--- config.mk ---
export PLATFORM = sky130hd
export DESIGN_NAME = burst_cmp_sched
export DESIGN_NICKNAME = d
export VERILOG_FILES = /design/src/rtl/burst_sched_pkg.sv /design/src/rtl/bsched_sync.sv /design/src/rtl/bsched_timer.sv /design/src/rtl/bsched_decide.sv /design/src/rtl/burst_cmp_sched.sv
export SDC_FILE = /design/constraint.sdc
export NUM_CORES = 1
export LEC_CHECK = 0
export BUFFER_PORTS_ARGS = -buffer_cell sky130_fd_sc_hd__buf_2
export CAP_MARGIN = 25
export CORE_MARGIN = 5
export CORE_UTILIZATION = 52
export DETAILED_ROUTE_END_ITERATION = 12
export HOLD_SLACK_MARGIN = 0.06
export PLACE_DENSITY = 0.73
export SETUP_SLACK_MARGIN = 0.3
export SLEW_MARGIN = 20
export SYNTH_ARGS = -nofsm -noshare
export SYNTH_HDL_FRONTEND = slang
export SYNTH_HIERARCHICAL = 1
export SYNTH_SLANG_ARGS = --single-unit
--- constraint.sdc ---
create_clock -name clk -period 2.1 [get_ports clk]
set_clock_uncertainty 0.15 [all_clocks]
set_input_delay 0.21 -clock clk [delete_from_list [all_inputs] [get_ports clk]]
set_output_delay 0.21 -clock clk [all_outputs]
set_load 0.01 [all_outputs]
--- src/rtl/burst_sched_pkg.sv ---
package burst_sched_pkg;

    typedef enum logic [1:0] {
        SEL_BIAS_CEIL = 2'd0,
        SEL_PWR_UPPER = 2'd1,
        SEL_PWR_LOWER = 2'd2,
        SEL_APC_POINT = 2'd3
    } cmp_sel_e;

    localparam int unsigned MAX_MULT = 16;

    // Repeat period in units; first-sample delay is half a period less one cycle.
    function automatic int unsigned rate_mult(input logic [3:0] code);
        case (code)
            4'd0:    rate_mult = 2;
            4'd1:    rate_mult = 3;
            4'd2:    rate_mult = 4;
            4'd3:    rate_mult = 5;
            4'd4:    rate_mult = 7;
            4'd5:    rate_mult = 8;
            4'd6:    rate_mult = 9;
            4'd7:    rate_mult = 11;
            4'd8:    rate_mult = 15;
            default: rate_mult = MAX_MULT;
        endcase
    endfunction

endpackage

--- src/rtl/bsched_sync.sv ---
module bsched_sync #(
    parameter int STAGES = 2
) (
    input  logic clk,
    input  logic rst_n,
    input  logic async_i,
    output logic level_o,
    output logic rise_o
);
    logic [STAGES:0] sh_d, sh_q;

    always_comb begin
        sh_d = {sh_q[STAGES-1:0], async_i};
    end

    always_ff @(posedge clk or negedge rst_n) begin
        if (!rst_n) sh_q <= '0;
        else        sh_q <= sh_d;
    end

    assign level_o = sh_q[STAGES-1];
    assign rise_o  = sh_q[STAGES-1] & ~sh_q[STAGES];
endmodule

--- src/rtl/bsched_timer.sv ---
module bsched_timer
    import burst_sched_pkg::*;
#(
    parameter int UNIT_CYC  = 8,
    parameter int NUM_SLOTS = 8
) (
    input  logic                         clk,
    input  logic                         rst_n,
    input  logic                         rise_i,
    input  logic [3:0]                   code_i,
    output logic                         strobe_o,
    output logic [$clog2(NUM_SLOTS)-1:0] slot_o
);
    localparam int CNT_W  = $clog2(MAX_MULT * UNIT_CYC + 1);
    localparam int SLOT_W = $clog2(NUM_SLOTS);

    typedef struct packed {
        logic              active;
        logic [3:0]        code;
        logic [CNT_W-1:0]  cnt;
        logic [SLOT_W-1:0] slot;
    } tmr_s;

    tmr_s st_d, st_q;
    logic strobe_c;

    always_comb begin
        st_d     = st_q;
        strobe_c = st_q.active && (st_q.cnt == '0) && !rise_i;
        if (rise_i) begin
            st_d.active = 1'b1;
            st_d.code   = code_i;
            st_d.cnt    = CNT_W'((rate_mult(code_i) * UNIT_CYC) / 2 - 2);
            st_d.slot   = '0;
        end else if (strobe_c) begin
            st_d.cnt  = CNT_W'(rate_mult(st_q.code) * UNIT_CYC - 1);
            st_d.slot = (st_q.slot == SLOT_W'(NUM_SLOTS - 1)) ? '0 : st_q.slot + 1'b1;
        end else if (st_q.active) begin
            st_d.cnt = st_q.cnt - 1'b1;
        end
    end

    always_ff @(posedge clk or negedge rst_n) begin
        if (!rst_n) st_q <= '0;
        else        st_q <= st_d;
    end

    assign strobe_o = strobe_c;
    assign slot_o   = st_q.slot;
endmodule

--- src/rtl/bsched_decide.sv ---
module bsched_decide
    import burst_sched_pkg::*;
#(
    parameter int NUM_SLOTS = 8
) (
    input  logic                         clk,
    input  logic                         rst_n,
    input  logic                         strobe_i,
    input  logic [$clog2(NUM_SLOTS)-1:0] slot_i,
    input  logic                         burst_i,
    input  logic                         cmp_above_i,
    output cmp_sel_e                     sel_o,
    output logic                         bias_up_o,
    output logic                         bias_dn_o,
    output logic                         pwr_hi_o,
    output logic                         pwr_lo_o,
    output logic                         bias_hi_o
);
    localparam int SLOT_W = $clog2(NUM_SLOTS);
    localparam logic [SLOT_W-1:0] SLOT_BIAS = SLOT_W'(0);
    localparam logic [SLOT_W-1:0] SLOT_PWR  = SLOT_W'(1);

    typedef struct packed {
        logic last_above;
        logic up;
        logic dn;
        logic pwr_hi;
        logic pwr_lo;
        logic bias_hi;
    } dec_s;

    dec_s dc_d, dc_q;
    cmp_sel_e sel_c;

    always_comb begin
        if (slot_i == SLOT_BIAS)     sel_c = SEL_BIAS_CEIL;
        else if (slot_i == SLOT_PWR) sel_c = dc_q.last_above ? SEL_PWR_UPPER : SEL_PWR_LOWER;
        else                         sel_c = SEL_APC_POINT;

        dc_d    = dc_q;
        dc_d.up = 1'b0;
        dc_d.dn = 1'b0;
        if (strobe_i) begin
            if (slot_i == SLOT_BIAS) begin
                dc_d.bias_hi = cmp_above_i;
            end else if (slot_i == SLOT_PWR) begin
                if (burst_i) begin
                    if (dc_q.last_above) dc_d.pwr_hi = cmp_above_i;
                    else                 dc_d.pwr_lo = ~cmp_above_i;
                end
            end else if (burst_i) begin
                dc_d.last_above = cmp_above_i;
                dc_d.up         = ~cmp_above_i;
                dc_d.dn         = cmp_above_i;
            end
        end
    end

    always_ff @(posedge clk or negedge rst_n) begin
        if (!rst_n) dc_q <= '0;
        else        dc_q <= dc_d;
    end

    assign sel_o     = sel_c;
    assign bias_up_o = dc_q.up;
    assign bias_dn_o = dc_q.dn;
    assign pwr_hi_o  = dc_q.pwr_hi;
    assign pwr_lo_o  = dc_q.pwr_lo;
    assign bias_hi_o = dc_q.bias_hi;
endmodule

--- src/rtl/burst_cmp_sched.sv ---
module burst_cmp_sched
    import burst_sched_pkg::*;
#(
    parameter int UNIT_CYC    = 8,
    parameter int NUM_SLOTS   = 8,
    parameter int SYNC_STAGES = 2
) (
    input  logic                         clk,
    input  logic                         rst_n,
    input  logic                         burst_en_i,
    input  logic [3:0]                   rate_code_i,
    input  logic                         cmp_above_i,
    output logic                         sample_o,
    output logic [$clog2(NUM_SLOTS)-1:0] slot_o,
    output logic [1:0]                   sel_o,
    output logic                         bias_up_o,
    output logic                         bias_dn_o,
    output logic                         txp_hi_alarm_o,
    output logic                         txp_lo_alarm_o,
    output logic                         bias_hi_alarm_o
);
    logic     burst_lvl_w;
    logic     rise_w;
    logic     strobe_w;
    cmp_sel_e sel_w;

    bsched_sync #(.STAGES(SYNC_STAGES)) u_sync (
        .clk     (clk),
        .rst_n   (rst_n),
        .async_i (burst_en_i),
        .level_o (burst_lvl_w),
        .rise_o  (rise_w)
    );

    bsched_timer #(.UNIT_CYC(UNIT_CYC), .NUM_SLOTS(NUM_SLOTS)) u_timer (
        .clk      (clk),
        .rst_n    (rst_n),
        .rise_i   (rise_w),
        .code_i   (rate_code_i),
        .strobe_o (strobe_w),
        .slot_o   (slot_o)
    );

    bsched_decide #(.NUM_SLOTS(NUM_SLOTS)) u_decide (
        .clk         (clk),
        .rst_n       (rst_n),
        .strobe_i    (strobe_w),
        .slot_i      (slot_o),
        .burst_i     (burst_lvl_w),
        .cmp_above_i (cmp_above_i),
        .sel_o       (sel_w),
        .bias_up_o   (bias_up_o),
        .bias_dn_o   (bias_dn_o),
        .pwr_hi_o    (txp_hi_alarm_o),
        .pwr_lo_o    (txp_lo_alarm_o),
        .bias_hi_o   (bias_hi_alarm_o)
    );

    assign sample_o = strobe_w;
    assign sel_o    = sel_w;
endmodule

; ---- Yosys cells after proc, flatten, opt, wreduce, memory -nomap -nowiden
; Memory sizes are Yosys's and may differ from the RTL's.
; Index checks and enable logic that the tools add are counted.
[totals]
register_bits = 25
latchBits = 0
mem_bits_rw = 0
romBits = 160
output_inout_bits = 11
word_cells = 56
memories = 2
[memory_table]
columns = memory, words, width, read_ports, rd_clocked_by_memory_dff, write_ports, line
row1 = (no name shown), 16, 5, 1, 0, 0, burst_sched_pkg.sv:14  ; case (code)
row2 = (no name shown), 16, 5, 1, 0, 0, burst_sched_pkg.sv:14
[op_classes]
addsub = 4
n_mul = 0
n_div = 0
n_lt_le_gt_ge = 0
n_eq_ne = 2
shift = 0
mux = 20
n_bitwise = 6
reduce_logical = 11
[op_table]
columns = operator, count
row1 = 8-bit two-way mux, 2
row2 = 8-bit by 1-bit subtractor with 8-bit output (second input constant), 2
row3 = 5-bit two-way mux, 3
row4 = 2-bit two-way mux, 7
row5 = 11-bit two-way mux, 1
row6 = 5-bit AND reduction, 2
row7 = 8-bit zero test, 1
row8 = 8-bit by 2-bit subtractor with 8-bit output (second input constant), 1
row9 = 3-bit two-way mux, 2
row10 = 6-bit two-way mux, 1
row11 = 1-bit NOT, 5
row12 = 4-bit two-way mux, 1
row13 = 4-bit AND reduction, 1
row14 = 3-bit by 1-bit adder with 3-bit output (second input constant), 1
row15 = 3-bit by 1-bit == test with 1-bit output (second input constant), 1
row16 = 3-bit == test (second input constant), 1
row17 = 3-bit zero test, 1
row18 = 1-bit two-way mux, 3
row19 = 3-bit nonzero test, 1
row20 = 1-bit logical AND, 2
row21 = 2-bit AND reduction, 1
row22 = 2-bit nonzero test, 1
row23 = 1-bit bitwise AND, 1
row24 = 1-bit zero test, 1

; ---- Depth between registers and ports, before layout
; Gate-level depths: netlist of run 1.
[logic_depth]
word_depth = 9
ltp_mapped = 10
ltp_nobuf = 10

; ---- Modules after synthesis
; Netlist of run 1, hierarchy kept.
[modules_own_cells]
columns = module, n_inst, cells_per_inst, area_per_inst_um2, seq_area_each_um2
row1 = bsched_timer, 1, 144, 1242.4, 400.4
row2 = bsched_decide, 1, 24, 274.0, 150.1
row3 = bsched_sync, 1, 4, 88.8, 75.1

; ---- Worst setup path before layout of run 1
; OpenSTA, ideal clock, no wires.
[synth_timing]
path_type = reg-to-reg
start = register u_timer/st_q[3] (netlist bit)
end = register u_decide.dc_q (netlist bit u_decide/pwr_hi_o)
t_arrival_ns = 1.794
t_required_ns = 1.822
slack_ns = 0.028
path_stages_with_launch = 9
cell_sequence = dfrtp_1 inv_1 ha_1 and4bb_2 nand3_1 inv_1 nand2_1 nor4_2 mux2_1
[synth_via]
elab_chain_len = 4
[synth_lines]
columns = element, line
row1 = "start, declared", bsched_timer.sv:24  ; tmr_s st_d, st_q;
row2 = "start signal, assigned", bsched_timer.sv:45  ; else st_q <= st_d;
row3 = 8-bit zero test, bsched_timer.sv:29  ; strobe_c = st_q.active && (st_q.cnt == '0) && !rise_i;
row4 = 1-bit logical AND (2 in series), bsched_timer.sv:29
row5 = via sample_o, burst_cmp_sched.sv:13  ; output logic sample_o,
row6 = 5-bit AND reduction (no source line), -
row7 = "end signal, assigned", bsched_decide.sv:60  ; if (!rst_n) dc_q <= '0;
row8 = "end signal, assigned", bsched_decide.sv:61  ; else dc_q <= dc_d;
row9 = "end, declared", bsched_decide.sv:32  ; dec_s dc_d, dc_q;
; The timed path passes the listed nets, and every way through them passes these cells.
; A chain may end at the register's enable or synchronous reset.

; ---- Worst setup path after layout of run 1
[layout_timing]
start = register u_timer/st_q[11] (netlist bit)
end = register u_timer/st_q[7] (netlist bit)
[layout_via]
elab_chain_len = 6
[layout_lines]
columns = element, line
row1 = memory 16 x 5 bit, -
row2 = 5-bit two-way mux, bsched_timer.sv:35  ; end else if (strobe_c) begin
row3 = 5-bit two-way mux, bsched_timer.sv:30  ; if (rise_i) begin
row4 = 8-bit by 1-bit subtractor with 8-bit output, bsched_timer.sv:36  ; st_d.cnt = CNT_W'(rate_mult(st_q.code) * UNIT_CYC - 1);
row5 = 8-bit two-way mux, bsched_timer.sv:35
row6 = 11-bit two-way mux, bsched_timer.sv:30
; No other way between the ends. The select of a mux whose other input is x is not followed.

==> results of run 1 <==
power by group through the flow:
stage	registers [mW]	clock network (mW)	logic [mW]
finish	0.685	0.217	0.693
global route	0.698	0.253	0.752
CTS	0.679	0.221	0.586
detailed placement	0.690	0	0.482
global placement	0.684	0	0.467
floorplan	0.664	0	0.370
placed cells by master, fill, tap and decap left out, drive strengths merged, types with 3 or more instances in the layout:
cell	netlist	routed
buf	6	37
dfrtp	25	25
nand2	18	18
o21ai	17	17
inv	14	14
a21oi	10	10
nor2	10	10
ha	10	10
dlygate4sd3	0	7
mux2	6	6
clkbuf	3	4
o211ai	4	4
a211oi	3	3
nor2b	3	3
nand3	3	3
nor3	3	3
logic make-up (layout without fill, tap and decap cells):
group | count (synthesis) | after routing | share of synthesized area [%]
fa+ha+maj | 10 | 10 | 7.79
buf+inv | 23 | 63 | 6.47
flops | 25 | 25 | 39.0
mux | 8 | 8 | 5.69
compound gates | 46 | 46 | 17.4
xor+xnor | 4 | 4 | 2.18
simple gates | 56 | 56 | 21.5
worst max-delay path, stage by stage (launching register included):
cell and delay (ps):
dfrtp_1 410, inv_2 70, ha_4 170, mux2_4 270
o21ai_4 170, ha_4 230, a211oi_2 210, a211oi_2 70
a21oi_1 130
routing by layer:
| metal | vias up | global-route usage (%) | wire, um |
|---|---|---|---|
| li1 | 691 | - | - |
| met1 | 684 | 19.9 | 1580 |
| met2 | 31 | 35.5 | 1990 |
| met3 | 4 | 4.10 | 164 |
| met4 | 0 | 4.15 | 54 |
| met5 | - | 0 | 0 |
synthesized netlist by cell type, drive strengths merged (2+ instances only):
library cell	number	area (sq um)
dfrtp	25	626
nand2	18	72.6
o21ai	17	85.1
inv	14	52.6
a21oi	10	50.1
ha	10	125
nor2	10	40.0
buf	6	40.0
mux2	6	71.3
o211ai	4	30.0
a211oi	3	22.5
clkbuf	3	11.3
nand3	3	15.0
nor2b	3	26.3
nor3	3	15.0
a31oi	2	12.5
and3	2	12.5
mux2i	2	20.0
nand2b	2	12.5
nand4	2	12.5
nor4	2	33.8
xnor2	2	17.5
xor2	2	17.5
how the worst min path moves through the flow:
stage	slack, ps	depth (start not counted)	to	startpoint
2_1_floorplan	-240	0	u_decide/bias_dn_o$_DFF_PN0_	rst_n
3_3_place_gp	80	1	u_decide/bias_hi_o$_DFFE_PN0P_	rst_n
3_5_place_dp	80	1	u_decide/bias_hi_o$_DFFE_PN0P_	rst_n
4_1_cts	-80	2	u_decide/bias_up_o$_DFF_PN0_	cmp_above_i
5_1_grt	130	2	u_timer/st_q[14]$_DFFE_PN0P_	rate_code_i[3]
6_report	120	2	u_timer/st_q[14]$_DFFE_PN0P_	rate_code_i[3]
final cells by class:
cell class / count / share of cell area [%]
clock buffer: 3 / 1.09
clock inverter: 1 / 0.242
inverter: 14 / 2.66
multi-input combinational: 124 / 48.0
sequential: 25 / 30.4
tap: 33 / 2.00
timing repair buffer: 45 / 15.6
through the flow:
| step | setup slack (ps) | instance area [sq um] | hold WS [ps] | power [mW] |
|---|---|---|---|---|
| after floorplan | 129 | 1640 | -236 | 1.03 |
| after global placement | 118 | 1760 | 77.4 | 1.15 |
| after detailed placement | 46.3 | 1760 | 80.2 | 1.17 |
| after CTS | 155 | 1950 | -76.1 | 1.49 |
| after global routing | 90.4 | 2070 | 133 | 1.70 |
| final | 155 | 2070 | 118 | 1.59 |
what timing repair did:
action                                  CTS  global route
endpoints found under the setup margin    8            12
pin swaps                                 7             2
buffers inserted                          9             5
resized for setup                         8            16
hold buffers                              6             1
endpoints found under the hold margin    34             3
==> flow_summary.json, run 1 <==
{
  "yosysSeqAreaShare_pct": 39.0,
  "area_delta_synth_final_pct": 28.8,
  "clk_path_buf_depth": 2,
  "power.switching_mw": 0.583,
  "grt_pass1_wl_mm": 6.21,
  "syn-instance-count": 172,
  "dp.cells": 220,
  "dieArea_sq_um": 4300,
  "r2r_cells": 8,
  "swShare_pct": 36.6,
  "finalCriticalPeriod_ps": 1940,
  "avgRoutedWirePerCell_um": 15.5,
  "dpl.hpwl_mm": 2.53,
  "die_x_um": 65.6,
  "largest_reg_flops": 13,
  "power.clock.fraction_pct": 13.6,
  "clk_pin_slew_ps": 130,
  "crit_type": "reg2reg",
  "syn_area_sq_um": 1610,
  "critPathLaunchType": "flip-flop",
  "reg2reg_from": "u_timer/st_q[11]$_DFFE_PN0P_",
  "slew_headroom_pct": 63.0,
  "wl_mm": 3.79,
  "regArea_sq_um": 628,
  "first_pass_iters": 4,
  "async_flop_share_pct": 100,
  "worstHoldPathType": "in2reg",
  "fillers": 228,
  "rows": 20,
  "place_congestion": 0.826,
  "overflow": 0,
  "min_period_over_period_pct": 92.6,
  "leakage_nw": 0.917,
  "synth-edff-count": 0,
  "num_vias": 1410,
  "p_seq_share_pct": 42.9,
  "utilization_pct": 68.8,
  "port_buffers": 18,
  "regMostFlops": "u_timer/st_q",
  "ys.flop_type": "dfrtp_1",
  "initial_core_util_pct": 53.5,
  "numClockSinks": 25,
  "r2r_end": "u_timer/st_q[7]$_DFFE_PN0P_",
  "grt_max_degree": 26,
  "ioPinCount": 19,
  "nets": 231,
  "setup_violations": 0,
  "vdd_drop_max_v": 0.000397,
  "grt_setup_unrepaired": "true",
  "viasPerCell": 5.76,
  "antenna_found_initial": 0,
  "status": "complete, no violations",
  "drive_gt1_share_pct": 37.3,
  "syn_avg_cell_area_sq_um": 9.33,
  "cts_tree": "done",
  "route.detailed.drc": 0,
  "endpoint": "u_timer/st_q[7]$_DFFE_PN0P_",
  "grtUsageTotal_pct": 18.3,
  "multi_input_area_sq_um": 992,
  "ys_ff_latch": 25,
  "htree_num_levels": 1,
  "startpoint": "u_timer/st_q[11]$_DFFE_PN0P_",
  "grt_pass1_vias": 1432,
  "postRouteAntennaNets": 0,
  "clkLatencyLatePin_ps": 330,
  "power_frac_comb_pct": 43.4,
  "final-max-slew-violation-count": 0,
  "clock-root-buffer": "clkbuf_4",
  "cap_violations": 0,
  "yosys_warnings": 6,
  "endpoint_kind": "flip-flop",
  "die_h_um": 65.6,
  "stdcell_count": 245,
  "powerDensity_nw_per_um2": 772,
  "max_freq_mhz": 514,
  "cts_made_buffers": 3,
  "r2r_slack_ps": 160,
  "cp.required_ps": 2210,
  "synth.distinct_cells": 51,
  "internal_power_mw": 1.01,
  "syn-num-nets": 190,
  "tns_ps": 0,
  "core_sq_um": 3000,
  "first_iter_violations": 55,
  "cp.arrival_ps": 2050,
  "antenna_cells": 0,
  "worst_slew_pin_slew_ps": 554,
  "cp_max_fo": 5,
  "hold_viol_final": 0
}
(Power assumes the default switching activity.)
==> inputs of run 2 (changes only) <==
--- a/config.mk
+++ b/config.mk
@@ -12,7 +12,6 @@
 export DETAILED_ROUTE_END_ITERATION = 12
 export HOLD_SLACK_MARGIN = 0.06
 export PLACE_DENSITY = 0.73
-export SETUP_SLACK_MARGIN = 0.3
 export SLEW_MARGIN = 20
 export SYNTH_ARGS = -nofsm -noshare
 export SYNTH_HDL_FRONTEND = slang
==> run 2 against run 1 <==
Compared with the run above: sequential power about the same; core utilization is 5.6 points lower; critical path depth stayed put; final cell count decreased by 2.4%; setup slack lost 81 ps; global-route usage is 1.2 points lower; die area is the same; maximum frequency fell by 4.0%; count of clock-buffer cells in the layout unchanged; clock power is essentially flat; critical endpoint unchanged.
==> flow_summary.json, run 2 (same netlist as run 1, synthesis figures left out) <==
{
  "grt_pass1_vias": 1324,
  "worst_slew_pin_slew_ps": 565,
  "slew_headroom_pct": 62.3,
  "area_delta_synth_final_pct": 18.3,
  "clk_pin_slew_ps": 130,
  "overflow": 0,
  "route.detailed.drc": 0,
  "num_vias": 1403,
  "nets": 225,
  "cp.arrival_ps": 2130,
  "cp_common_cell": "a211oi_1",
  "cp_top_family": "compound AO/OA/AOI/OAI gates",
  "rows": 20,
  "critPathLaunchType": "flip-flop",
  "powerDensity_nw_per_um2": 777,
  "dieArea_sq_um": 4300,
  "grtUsageTotal_pct": 17.1,
  "antenna_cells": 0,
  "power.clock.fraction_pct": 14.8,
  "critPathMaxStageDelay_ps": 380,
  "die_x_um": 65.6,
  "leakage_nw": 0.885,
  "swShare_pct": 36.5,
  "setup_violations": 0,
  "die_h_um": 65.6,
  "final_cell_mix": "25 x dfrtp_1, 18 x buf_2, 16 x nand2_1, 16 x o21ai_0, 16 x buf_4",
  "power_frac_comb_pct": 38.7,
  "grt_pass1_wl_mm": 5.80,
  "dpl_cell_area_sq_um": 1760,
  "cp_max_fo": 3,
  "wl_mm": 3.57,
  "power.switching_mw": 0.539,
  "endpoint_kind": "flip-flop",
  "ioPinCount": 19,
  "dpl.hpwl_mm": 2.55,
  "worstPathCellList": "inv_1 > ha_1 > mux2_2 > o21ai_2 > ha_2 > a211oi_1 > a211oi_1 > a21oi_1",
  "regMostFlops": "u_timer/st_q",
  "avgRoutedWirePerCell_um": 14.9,
  "crit_type": "reg2reg",
  "worst-path-buf-inv": 1,
  "min_period_over_period_pct": 96.5,
  "tns_ps": 0,
  "clock-root-buffer": "clkbuf_4",
  "drive_gt1_share_pct": 28.6,
  "initial_core_util_pct": 53.5,
  "hold_viol_final": 0,
  "cts_tree": "done",
  "internal_power_mw": 0.937,
  "worstHoldPathType": "in2reg",
  "max_freq_mhz": 494,
  "viasPerCell": 5.87,
  "numClockSinks": 25,
  "vdd_drop_max_v": 0.000307,
  "port_buffers": 18,
  "cap_violations": 0,
  "largest_reg_flops": 13,
  "clk_path_buf_depth": 2,
  "antenna_found_initial": 0,
  "critPathSlowestCell": "dfrtp_1",
  "first_pass_iters": 4,
  "finalCriticalPeriod_ps": 2030,
  "cp.required_ps": 2200,
  "place_congestion": 0.824,
  "postRouteAntennaNets": 0,
  "cts_made_buffers": 3,
  "clkLatencyLatePin_ps": 320,
  "final_common_cell": "dfrtp_1",
  "status": "complete, no violations",
  "design_area_sq_um": 1900,
  "p_seq_share_pct": 46.6,
  "htree_num_levels": 1,
  "core_sq_um": 3000,
  "final-max-slew-violation-count": 0,
  "grt_max_degree": 26,
  "first_iter_violations": 89
}
==> run 2: worst min-delay path, cell delays in order <==
cell and delay [ps]:
buf_2 160, nand2_1 80, o21ai_0 70
==> run 2: routing by layer <==
metal / part of all wire, % / GRT usage, % / routed length (um) / vias up
li1: - / - / - / 681
met1: 42 / 20.2 / 1500 / 668
met2: 51 / 30.8 / 1820 / 50
met3: 5.9 / 3.08 / 210 / 4
met4: 1.1 / 6.22 / 39 / 0
met5: 0 / 0 / 0 / -
==> run 2: timing repair <==
| action | 4_1_cts | 5_1_grt |
|---|---|---|
| cloned | 0 | 0 |
| buffers inserted | 0 | 6 |
| pin swaps | 0 | 2 |
| gates resized for setup | 1 | 5 |
| hold buffers | 5 | 0 |
| setup endpoints to repair | 1 | 4 |
| endpoints found under the hold margin | 32 | 0 |
==> run 2: path summary, 6_finish.rpt <==
path,slack (ps),startpoint,end,cells after the start
max,70,u_timer/st_q[11]$_DFFE_PN0P_,u_timer/st_q[7]$_DFFE_PN0P_,8
min,90,rate_code_i[2],u_timer/st_q[13]$_DFFE_PN0P_,3
max reg2reg,70,u_timer/st_q[11]$_DFFE_PN0P_,u_timer/st_q[7]$_DFFE_PN0P_,8
min reg2reg,230,u_sync/sh_q[0]$_DFF_PN0_,u_sync/sh_q[1]$_DFF_PN0_,0
max in group asynchronous,1180,rst_n,u_timer/st_q[7]$_DFFE_PN0P_,2
min in group asynchronous,240,rst_n,u_decide/dc_q[5]$_DFFE_PN0P_,2
==> run 2: layout make-up <==
type / instances / area [sq um]
clock inverter: 1 / 5.00
timing repair buffer: 39 / 260
fill: 246 / 1100
inverter: 14 / 52.6
sequential: 25 / 626
tap: 33 / 41.3
clock buffer: 3 / 22.5
multi-input combinational: 124 / 892
==> run 2: metrics by stage <==
stage | hold WS, ps | utilization, % | power, mW | std cells | worst slack (ps)
floorplan | -236 | - | 1.01 | 172 | 28.0
global placement | 82.0 | 58.6 | 1.15 | 224 | 113
detailed placement | 84.0 | 58.6 | 1.18 | 224 | 13.4
CTS | 67.9 | 61.2 | 1.40 | 233 | 39.3
global route | 103 | 63.2 | 1.58 | 239 | -24.0
finish | 87.7 | 63.2 | 1.48 | 239 | 74.2
==> run 2: power groups by stage <==
stage	clock network [mW]	logic (mW)	registers, mW
2_1_floorplan	0	0.349	0.662
3_3_place_gp	0	0.465	0.682
3_5_place_dp	0	0.486	0.691
4_1_cts	0.223	0.495	0.684
5_1_grt	0.253	0.629	0.699
6_report	0.218	0.571	0.687
==> inputs of run 3 (changes only) <==
--- a/config.mk
+++ b/config.mk
@@ -15,5 +15,4 @@
 export SLEW_MARGIN = 20
 export SYNTH_ARGS = -nofsm -noshare
 export SYNTH_HDL_FRONTEND = slang
-export SYNTH_HIERARCHICAL = 1
 export SYNTH_SLANG_ARGS = --single-unit
==> run 3 against run 2 <==
Compared with the run above: flip-flop and latch count unchanged; total power fell by 8.9%; area after synthesis is 0.47% higher; first-iteration DRC count fell by 53%; wire length grew 0.64%; critical path type unchanged; largest cell class unchanged.
==> flow_summary.json, run 3 <==
{
  "final-max-slew-violation-count": 0,
  "wl_mm": 3.59,
  "slew_headroom_pct": 62.7,
  "leakage_nw": 0.943,
  "max_freq_mhz": 479,
  "internal_power_mw": 0.875,
  "utilization_pct": 66.5,
  "cts_made_buffers": 3,
  "powerDensity_nw_per_um2": 673,
  "die_x_um": 65.7,
  "synth-edff-count": 0,
  "dpl.hpwl_mm": 2.55,
  "core_sq_um": 3000,
  "synth_top_family_by_area": "simple AND/OR/NAND/NOR gates",
  "worstHoldPathCells": 3,
  "antenna_cells": 0,
  "avgRoutedWirePerCell_um": 14.0,
  "p_seq_share_pct": 46.1,
  "worstHoldPathType": "in2reg",
  "synth-xor-area-share_pct": 2.17,
  "synth.distinct_cells": 39,
  "r2r_cells": 6,
  "numClockSinks": 25,
  "regMostFlops": "u_timer.st_q",
  "vdd_drop_max_v": 0.000409,
  "synthAdderAreaFrac_pct": 9.31,
  "cp.required_ps": 2170,
  "clk_pin_slew_ps": 130,
  "syn_avg_cell_area_sq_um": 8.72,
  "grt_pass1_vias": 1341,
  "rows": 20,
  "clkLatencyLatePin_ps": 320,
  "power.clock.fraction_pct": 15.9,
  "route.detailed.drc": 0,
  "area_delta_synth_final_pct": 23.8,
  "reg2reg_from": "u_timer.st_q[10]$_DFFE_PN0P_",
  "first_pass_iters": 4,
  "cp_max_fo": 4,
  "startpoint": "u_timer.st_q[10]$_DFFE_PN0P_",
  "initial_core_util_pct": 53.7,
  "syn-num-nets": 205,
  "synthMuxAreaShare_pct": 3.26,
  "hp-start": "rate_code_i[2]",
  "endpoint_kind": "flip-flop",
  "final_cell_mix": "24 x dfrtp_1, 23 x buf_4, 20 x nand2_1",
  "swShare_pct": 34.9,
  "status": "complete, no violations",
  "grtUsageTotal_pct": 17.9,
  "grt_max_degree": 26,
  "clk_path_buf_depth": 2,
  "largest_reg_flops": 13,
  "ys_ff_latch": 25,
  "htree_num_levels": 1,
  "synth.top_cell.area_share_pct": 38.8,
  "clock-root-buffer": "clkbuf_4",
  "yosys_warnings": 0,
  "nets": 244,
  "grt_setup_unrepaired": "true",
  "ys.flop_type": "dfrtp_1",
  "async_flop_share_pct": 100,
  "final_common_cell": "dfrtp_1",
  "cts_tree": "done",
  "cap_violations": 0,
  "synthTopCellsByArea": "dfrtp_1 39%, ha_1 9.3%, o21ai_0 6.8%",
  "syn_area_sq_um": 1610,
  "synth_common_cells": "25 x dfrtp_1, 22 x nand2_1, 22 x o21ai_0",
  "min_period_over_period_pct": 99.4,
  "power.switching_mw": 0.470,
  "crit_type": "reg2reg",
  "setup_violations": 0,
  "syn-instance-count": 185,
  "wl_met2_mm": 1.91,
  "num_vias": 1464,
  "finalCriticalPeriod_ps": 2090,
  "ioPinCount": 19,
  "antenna_found_initial": 0,
  "grt_pass1_wl_mm": 5.96,
  "first_iter_violations": 42,
  "wl_met1_mm": 1.52,
  "yosysSeqAreaShare_pct": 38.8,
  "power_frac_comb_pct": 37.9,
  "viasPerCell": 5.72,
  "die_h_um": 65.7,
  "synth-compound-area-share_pct": 18.9,
  "drive_gt1_share_pct": 29.6,
  "postRouteAntennaNets": 0,
  "tns_ps": 0,
  "critPathLaunchType": "flip-flop",
  "overflow": 0,
  "hold_viol_final": 0,
  "worst_slew_pin_slew_ps": 559,
  "yosys.area.top_type": "dfrtp_1",
  "place_congestion": 0.910,
  "met3_length_um": 118,
  "yosysMostFrequentCell": "dfrtp_1",
  "port_buffers": 18,
  "cp.arrival_ps": 2160,
  "top_layer": "met4",
  "synth-simple-area-share_pct": 20.8,
  "dieArea_sq_um": 4320
}
[run 3: cell types whose count changed after synthesis, sizes merged, moves of 3 or more]
cell / previous run / this run
a211oi: 3 / 6
clkbuf: 3 / 8
mux2: 6 / 2
nor2: 10 / 15
o211ai: 4 / 1
o21ai: 17 / 23
nand2: 18 / 22
[run 3: per-layer routing]
layer | up-vias | track usage [%]
met5 | - | 0
met4 | 0 | 7.77
met3 | 4 | 1.54
met2 | 43 | 33.4
met1 | 696 | 20.5
li1 | 721 | -
[run 3: cell families after synthesis]
logic type / Yosys count
adders and majority gates: 12
and+or+nand+nor: 62
AOI/OAI and AO/OA: 52
DFF: 25
buffers and inverters: 25
muxes: 5
xor gates and xnor gates: 4
[run 3: area by class of cell]
cell class / instances / area [sq um]
fillers: 254 / 1010
multi-input cells: 135 / 933
flip-flops and latches: 25 / 627
repair buffers: 47 / 323
inverters: 12 / 45.0
well taps: 33 / 41.3
clock buffers: 3 / 22.5
clock inverters: 1 / 5.00
[run 3: worst paths after layout]
| kind | endpoint | slack (ps) |
|---|---|---|
| setup / recovery | u_decide.pwr_hi_o$_DFFE_PN0P_ | 10 |
| hold / removal | u_timer.st_q[13]$_DFFE_PN0P_ | 80 |
| setup reg to reg | u_decide.pwr_hi_o$_DFFE_PN0P_ | 10 |
| hold reg to reg | u_sync.sh_q[1]$_DFF_PN0_ | 240 |
| max in group asynchronous | u_timer.st_q[10]$_DFFE_PN0P_ | 1160 |
| min in group asynchronous | u_timer.st_q[12]$_DFFE_PN0P_ | 240 |
[run 3: worst max-delay path, cell delays in order (launching register included)]
cell and delay, ps:
dfrtp_2 470, nor4_4 310, nand4_1 220, buf_4 200
or4_4 520, nand2_2 80, o21ai_2 50
[run 3: power by group through the flow]
stage / combinational [mW] / clock (mW) / sequential, mW
after floorplan: 0.283 / 0 / 0.623
after global placement: 0.437 / 0 / 0.622
after detailed placement: 0.457 / 0 / 0.625
after CTS: 0.478 / 0.223 / 0.616
after global routing: 0.570 / 0.249 / 0.632
final: 0.510 / 0.214 / 0.620
[run 3: metrics by stage]
stage | cell area (sq um) | power [mW] | hold WS [ps] | worst slack, ps | std cells
detailed placement | 1800 | 1.08 | 86.0 | -50.8 | 239
global placement | 1800 | 1.06 | 77.7 | 32.6 | 239
finish | 2000 | 1.34 | 84.8 | 13.1 | 256
floorplan | 1610 | 0.907 | -236 | 0.205 | 185
global route | 2000 | 1.45 | 93.5 | -81.5 | 256
CTS | 1900 | 1.32 | 70.7 | -20.5 | 251
[run 3: timing repair]
item / 4_1_cts / 5_1_grt
buffers inserted: 2 / 5
hold buffers: 6 / 0
endpoints found under the setup margin: 3 / 8
endpoints found under the hold margin: 33 / 0
resized for setup: 5 / 18
pin swaps: 1 / 11
